--- src/rtl/fir4_rev_pkg.sv ---
package fir4_rev_pkg;
   localparam int TAPS = 4;
   localparam int SELW = $clog2(TAPS);
endpackage

--- src/rtl/rv_gates.sv ---
module rv_feynman (
   input  logic a,
   input  logic b,
   output logic p,
   output logic q
);
   assign p = a;
   assign q = a ^ b;
endmodule

module rv_peres (
   input  logic a,
   input  logic b,
   input  logic c,
   output logic p,
   output logic q,
   output logic r
);
   assign p = a;
   assign q = a ^ b;
   assign r = (a & b) ^ c;
endmodule

module rv_hng (
   input  logic a,
   input  logic b,
   input  logic c,
   input  logic d,
   output logic p,
   output logic q,
   output logic r,
   output logic s
);
   assign p = a;
   assign q = b;
   assign r = a ^ b ^ c;
   assign s = ((a ^ b) & c) ^ ((a & b) ^ d);
endmodule

--- src/rtl/rv_fanout.sv ---
module rv_fanout #(
   parameter int N = 2
) (
   input  logic         src,
   output logic [N-1:0] dup
);
   if (N < 1) begin : g_bad
      $error("rv_fanout: N must be at least 1");
   end
   if (N == 1) begin : g_pass
      assign dup[0] = src;
   end else begin : g_chain
      logic [N-1:0] link;
      assign link[0] = src;
      for (genvar i = 0; i < N-1; i++) begin : g_cp
         rv_feynman u_fg (.a(link[i]), .b(1'b0), .p(link[i+1]), .q(dup[i]));
      end
      assign dup[N-1] = link[N-1];
   end
endmodule

--- src/rtl/rv_sext.sv ---
module rv_sext #(
   parameter int IW = 8,
   parameter int OW = 16
) (
   input  logic [IW-1:0] din,
   output logic [OW-1:0] dout
);
   localparam int NCP = OW - IW + 1;
   if (IW < 2 || OW < IW) begin : g_bad
      $error("rv_sext: need IW >= 2 and OW >= IW");
   end
   assign dout[IW-2:0] = din[IW-2:0];
   rv_fanout #(.N(NCP)) u_sgn (.src(din[IW-1]), .dup(dout[OW-1:IW-1]));
endmodule

--- src/rtl/rv_ripple_add.sv ---
module rv_ripple_add #(
   parameter int W = 18
) (
   input  logic [W-1:0] a,
   input  logic [W-1:0] b,
   output logic [W-1:0] sum
);
   logic [W-1:0] cy;
   logic [W-1:0] unused_pa, unused_pb;
   logic         unused_cout;
   assign cy[0] = 1'b0;
   for (genvar i = 0; i < W; i++) begin : g_bit
      if (i < W-1) begin : g_mid
         rv_hng u_fa (.a(a[i]), .b(b[i]), .c(cy[i]), .d(1'b0),
                      .p(unused_pa[i]), .q(unused_pb[i]), .r(sum[i]), .s(cy[i+1]));
      end else begin : g_top
         rv_hng u_fa (.a(a[i]), .b(b[i]), .c(cy[i]), .d(1'b0),
                      .p(unused_pa[i]), .q(unused_pb[i]), .r(sum[i]), .s(unused_cout));
      end
   end
endmodule

--- src/rtl/rv_mul.sv ---
module rv_mul #(
   parameter int W = 16
) (
   input  logic [W-1:0] a,
   input  logic [W-1:0] b,
   output logic [W-1:0] prod
);
   logic [W-1:0] rs [W];

   for (genvar k = 0; k < W; k++) begin : g_a
      logic [W-k-1:0] cp;
      rv_fanout #(.N(W-k)) u_cp (.src(a[k]), .dup(cp));
   end
   for (genvar i = 0; i < W; i++) begin : g_b
      logic [W-i-1:0] cp;
      rv_fanout #(.N(W-i)) u_cp (.src(b[i]), .dup(cp));
   end

   for (genvar i = 0; i < W; i++) begin : g_row
      logic [W-i-1:0] pp;
      logic [W-i-1:0] unused_pp_p, unused_pp_q;
      for (genvar c = 0; c < W-i; c++) begin : g_and
         rv_peres u_and (.a(g_a[c].cp[i]), .b(g_b[i].cp[c]), .c(1'b0),
                         .p(unused_pp_p[c]), .q(unused_pp_q[c]), .r(pp[c]));
      end
      if (i == 0) begin : g_first
         assign rs[0] = pp;
      end else begin : g_acc
         logic [W-i-1:0] cy;
         logic [W-i-1:0] unused_fa_p, unused_fa_q;
         logic           unused_cout;
         assign cy[0] = 1'b0;
         assign rs[i][i-1:0] = rs[i-1][i-1:0];
         for (genvar c = 0; c < W-i; c++) begin : g_fa
            if (c < W-i-1) begin : g_mid
               rv_hng u_fa (.a(rs[i-1][i+c]), .b(pp[c]), .c(cy[c]), .d(1'b0),
                            .p(unused_fa_p[c]), .q(unused_fa_q[c]),
                            .r(rs[i][i+c]), .s(cy[c+1]));
            end else begin : g_top
               rv_hng u_fa (.a(rs[i-1][i+c]), .b(pp[c]), .c(cy[c]), .d(1'b0),
                            .p(unused_fa_p[c]), .q(unused_fa_q[c]),
                            .r(rs[i][i+c]), .s(unused_cout));
            end
         end
      end
   end

   assign prod = rs[W-1];
endmodule

--- src/rtl/fir4_rev.sv ---
module fir4_rev
   import fir4_rev_pkg::*;
#(
   parameter int DW = 8,
   parameter int CW = 8
) (
   input  logic            clk,
   input  logic            rst,
   input  logic            smp_vld,
   input  logic [DW-1:0]   smp_in,
   input  logic            cw_en,
   input  logic [SELW-1:0] cw_sel,
   input  logic [CW-1:0]   cw_val,
   output logic            y_vld,
   output logic [DW+CW+SELW-1:0] y_out
);
   localparam int PW = DW + CW;
   localparam int AW = PW + SELW;

   if (TAPS != 4) begin : g_bad_taps
      $error("fir4_rev: adder tree is built for four taps");
   end
   if (DW < 2 || CW < 2 || PW > 28) begin : g_bad_width
      $error("fir4_rev: operand widths out of range");
   end

   logic [DW-1:0] hist [1:TAPS-1];
   logic [CW-1:0] coef [TAPS];
   logic [DW-1:0] tapv [TAPS];
   logic [DW-1:0] fwd  [TAPS-1];
   logic [AW-1:0] term [TAPS];
   logic [AW-1:0] s01, s23, y_d;
   logic [AW-1:0] y_q;
   logic          vld_q;

   assign tapv[0] = smp_in;
   for (genvar t = 1; t < TAPS; t++) begin : g_tv
      assign tapv[t] = hist[t];
   end

   for (genvar t = 0; t < TAPS; t++) begin : g_tap
      logic [DW-1:0] mx;
      logic [PW-1:0] xe, ce, pr;
      if (t < TAPS-1) begin : g_split
         for (genvar b = 0; b < DW; b++) begin : g_bit
            logic [1:0] dd;
            rv_fanout #(.N(2)) u_cp (.src(tapv[t][b]), .dup(dd));
            assign fwd[t][b] = dd[1];
            assign mx[b]     = dd[0];
         end
      end else begin : g_last
         assign mx = tapv[t];
      end
      rv_sext #(.IW(DW), .OW(PW)) u_xe (.din(mx), .dout(xe));
      rv_sext #(.IW(CW), .OW(PW)) u_ce (.din(coef[t]), .dout(ce));
      rv_mul  #(.W(PW))           u_mul (.a(xe), .b(ce), .prod(pr));
      rv_sext #(.IW(PW), .OW(AW)) u_te (.din(pr), .dout(term[t]));
   end

   rv_ripple_add #(.W(AW)) u_add01 (.a(term[0]), .b(term[1]), .sum(s01));
   rv_ripple_add #(.W(AW)) u_add23 (.a(term[2]), .b(term[3]), .sum(s23));
   rv_ripple_add #(.W(AW)) u_addall (.a(s01), .b(s23), .sum(y_d));

   always_ff @(posedge clk) begin
      if (rst) begin
         for (int t = 1; t < TAPS; t++) hist[t] <= '0;
         for (int t = 0; t < TAPS; t++) coef[t] <= '0;
         y_q   <= '0;
         vld_q <= 1'b0;
      end else begin
         if (cw_en) coef[cw_sel] <= cw_val;
         if (smp_vld) begin
            for (int t = 1; t < TAPS; t++) hist[t] <= fwd[t-1];
            y_q <= y_d;
         end
         vld_q <= smp_vld;
      end
   end

   assign y_out = y_q;
   assign y_vld = vld_q;

   // Arithmetic model used only by the assertions below
   logic [AW-1:0] ref_y;
   always_comb begin
      int acc;
      acc = 0;
      for (int t = 0; t < TAPS; t++)
         acc += int'($signed(tapv[t])) * int'($signed(coef[t]));
      ref_y = acc[AW-1:0];
   end

   a_r1_reset_clears: assert property (@(posedge clk) disable iff (rst)
      $past(rst) |-> (y_out == '0 && !y_vld));
   a_r2_sum: assert property (@(posedge clk) disable iff (rst)
      (!rst && smp_vld) |=> (y_out == $past(ref_y)));
   a_r5_vld_high: assert property (@(posedge clk) disable iff (rst)
      (!rst && smp_vld) |=> y_vld);
   a_r5_vld_low: assert property (@(posedge clk) disable iff (rst)
      !smp_vld |=> !y_vld);
   a_r6_hold: assert property (@(posedge clk) disable iff (rst)
      (!rst && !smp_vld) |=> $stable(y_out));
   a_r8_write_only: assert property (@(posedge clk) disable iff (rst)
      (!rst && cw_en && !smp_vld) |=> ($stable(y_out) && !y_vld));
endmodule

--- config.mk ---
export PLATFORM = sky130hd
export DESIGN_NAME = fir4_rev
export DESIGN_NICKNAME = d
export VERILOG_FILES = /design/src/rtl/fir4_rev_pkg.sv /design/src/rtl/rv_gates.sv /design/src/rtl/rv_fanout.sv /design/src/rtl/rv_sext.sv /design/src/rtl/rv_ripple_add.sv /design/src/rtl/rv_mul.sv /design/src/rtl/fir4_rev.sv
export SDC_FILE = /design/constraint.sdc
export NUM_CORES = 1
export LEC_CHECK = 0
export BUFFER_PORTS_ARGS = -buffer_cell sky130_fd_sc_hd__buf_4
export CAP_MARGIN = 10
export CORE_MARGIN = 10
export CORE_UTILIZATION = 45
export DETAILED_ROUTE_END_ITERATION = 10
export HOLD_SLACK_MARGIN = 0.06
export PLACE_DENSITY = 0.71
export SYNTH_ARGS = -nofsm -noshare
export SYNTH_HDL_FRONTEND = slang
export SYNTH_SLANG_ARGS = --single-unit
--- constraint.sdc ---
create_clock -name clk -period 32.7 [get_ports clk]
set_clock_uncertainty 0.2 [all_clocks]
set_input_delay 4.905 -clock clk [delete_from_list [all_inputs] [get_ports clk]]
set_output_delay 4.905 -clock clk [all_outputs]
set_load 0.01 [all_outputs]
==> results by group <==
Final layout
  – Fill cell count: around 3000
  – Final Util: 0.483
  – Synthesis-to-layout area growth: 6.43%
  – Reg area: approximately 2100 sq um
  – Final nets: around 1800
  – Layout cell share with drive strength beyond 1: 0.0535
  – Area occupied by multi-input gates: ~12000 sq um
  – Diode count: 0

Floorplanning
  – Die Ht: between 200 and 250 um
  – Die Wd: 203 um
  – Core footprint: ~33000 sq um
  – Initial core utilization: 0.454
  – Die area: a little over 40000 sq um
  – Row count: between 60 and 70
  – I/O pins: 41

STA
  – Worst-Margin Slew: roughly 1.0 ns
  – Relative slew margins: 0.320
  – Minimum clock period: 19.85 ns
  – Final Hold Fails: 0
  – RSZ-0062 raised after global routing: no
  – Final period utilization: 0.607
  – Final-report max-slew violation count: 0
  – FMAX: between 0.05 and 0.06 GHz
  – Setup-failing EPs final: 0
  – Setup tns final: 0 ns

Outcome
  – Status: complete, no violations

GRT
  – Number of global-route vias before repair: approximately 9300
  – First-pass GRT wire length: roughly 50000 um
  – Overflow after GRT: 0
  – Total GRT Usage: 0.150
  – Initial antenna violation count: 0
  – Largest net degree at the start of global routing: 37

Detailed routing
  – Drt total wl: 29100 um
  – Vias/cell: around 4.7
  – DR pass1 iterations: 4
  – DR vias: between 8000 and 9000
  – DR WL/cell: between 15 and 20 um
  – DRT iter0 DRCs: ~350
  – DRC viols: 0
  – Post-route ant nets: 0

Worst setup path
  – Critical path's slowest cell: fa_1
  – CP required: 32.73 ns
  – CP Class: input port to register
  – Critical path startpoint category: input port
  – CP max FO: 10
  – CP most frequent cell: fa_1
  – Crit path capture type: register
  – CP max stage delay: 0.52 ns
  – WP data arrival: 19.89 ns

Clock tree
  – Clk slew on worst S/H paths: 0.07 ns
  – Postcts setup bufs: 0
  – Worst skew pair latency: approximately 0.36 ns
  – Max clock buf depth: 2
  – Hold_buf cts: 0
  – Num CTS Buffers: 9
  – Clk root buf: clkbuf_16
  – Post-cts sizing count: 0
  – Sink Count: 75
  – TritonCTS clock tree: done
  – H-tree level count: 3

Worst hold path
  – Tightest Hold Check Type: register to register

Logic synthesis
  – Syn Inst Count: around 1400
  – Syn Std Cell Area: between 15000 and 20000 sq um
  – Sequential area share after synthesis: 0.137
  – Synth warn: 0
  – Async set or reset register ratio after synthesis: 0
  – Post-synth EDFFs: 56
  – Syn nets: between 1500 and 2000
  – Mean Syn Cell Area: about 11 sq um
  – Register bit total from synthesis: between 70 and 80
  – Synth unique cells: 29
  – Ys flop type: edfxtp_1

Place
  – PortBufs: 40
  – DP Wirelength: 25300 um
  – Routability Congestion: 0.812

Flow run
  – Max_cap viols: 0
==> stage by stage <==
stage | cells | setup slack [ns] | cell area [sq um] | hold slack, ns
after floorplan | 1351 | 12.88 | 15100 | 0.298
after global placement | 1797 | 12.64 | 15800 | 0.272
after detailed placement | 1797 | 12.40 | 15800 | 0.278
after CTS | 1813 | 12.77 | 16100 | 0.287
after global routing | 1813 | 12.30 | 16100 | 0.301
final | 1813 | 12.85 | 16100 | 0.284
==> critical path, delay by kind of cell <==
kind                     cells  cell delay [ns]
multiplexers                 1             0.14
AND/OR/NAND/NOR              2             0.21
XOR/XNOR                     6             1.20
adder cells (fa/ha/maj)     30            12.88
buffers and inverters        7             0.50
==> Yosys cell counts, types with 2 or more instances <==
library cell | count | area share
or2_2 | 4 | 0.0017
inv_1 | 312 | 0.078
clkbuf_2 | 4 | 0.0013
mux2i_1 | 2 | 0.0013
nor3b_1 | 2 | 0.00099
xnor2_2 | 2 | 0.0022
a211oi_1 | 16 | 0.0080
xnor3_1 | 5 | 0.0075
nand2_1 | 87 | 0.022
dfxtp_1 | 19 | 0.025
xor2_1 | 17 | 0.0099
fa_1 | 393 | 0.52
xnor2_1 | 69 | 0.040
nor2_1 | 18 | 0.0045
clkbuf_1 | 30 | 0.0075
edfxtp_1 | 56 | 0.11
ha_1 | 63 | 0.052
buf_2 | 7 | 0.0023
nor2b_1 | 2 | 0.00083
and2_2 | 6 | 0.0030
and2_1 | 229 | 0.095
==> kinds of logic (layout without fill, tap and decap cells) <==
| kind of cell | count (synthesis) | in the layout | synth area share |
|---|---|---|---|
| buffers and inverters | 356 | 370 | 0.0902 |
| flip-flops | 75 | 75 | 0.137 |
| adder cells (fa/ha/maj) | 456 | 456 | 0.573 |
| AND/OR/NAND/NOR | 351 | 351 | 0.129 |
| multiplexers | 2 | 2 | 0.00133 |
| XOR/XNOR | 94 | 94 | 0.0611 |
| AO/OA/AOI/OAI | 17 | 17 | 0.00854 |
==> path summary, 6_finish.rpt <==
kind                       startpoint                     end  slack (ns)  cells past startpoint
max                         smp_in[1]  y_out[17]$_SDFFE_PP0P_       12.85                     46
min             y_out[2]$_SDFFE_PP0P_   y_out[2]$_SDFFE_PP0P_        0.28                      2
max reg2reg  hist[0][8]$_SDFFCE_PN0P_  y_out[17]$_SDFFE_PP0P_       16.48                     46
min reg2reg     y_out[2]$_SDFFE_PP0P_   y_out[2]$_SDFFE_PP0P_        0.28                      2
==> flip-flops by register name, summed over array words and instances (netlist names) <==
name,count
coef,32
hist,24
y_out,18
y_vld,1
==> cell type report <==
class,count,area share
flip-flops and latches,75,0.128
clock inverters,7,0.00374
repair buffers,42,0.0196
clock buffers,9,0.0140
multi-input cells,920,0.726
inverters,312,0.0729
well taps,448,0.0349
==> layer usage <==
metal / GRT usage / vias to the layer above / wire [um]
met1: 0.202 / 4445 / 13000
met3: 0.0146 / 18 / 895
li1: - / 3888 / -
met2: 0.260 / 101 / 14800
met4: 0.0301 / 0 / 373
met5: 0 / - / 0
==> cell usage in the layout (no fill, tap or decap), types with 4 or more instances in the layout <==
master,netlist,routed
fa_1,393,393
inv_1,312,312
and2_1,229,229
nand2_1,87,87
xnor2_1,69,69
ha_1,63,63
edfxtp_1,56,56
buf_4,1,42
dfxtp_1,19,19
nor2_1,18,18
xor2_1,17,17
a211oi_1,16,16
clkbuf_16,0,9
and2_2,6,6
xnor3_1,5,5
or2_2,4,4
Power is left out: the tool's default activity adds up to more than one toggle a clock period on the data nets, which glitch-free logic cannot reach.
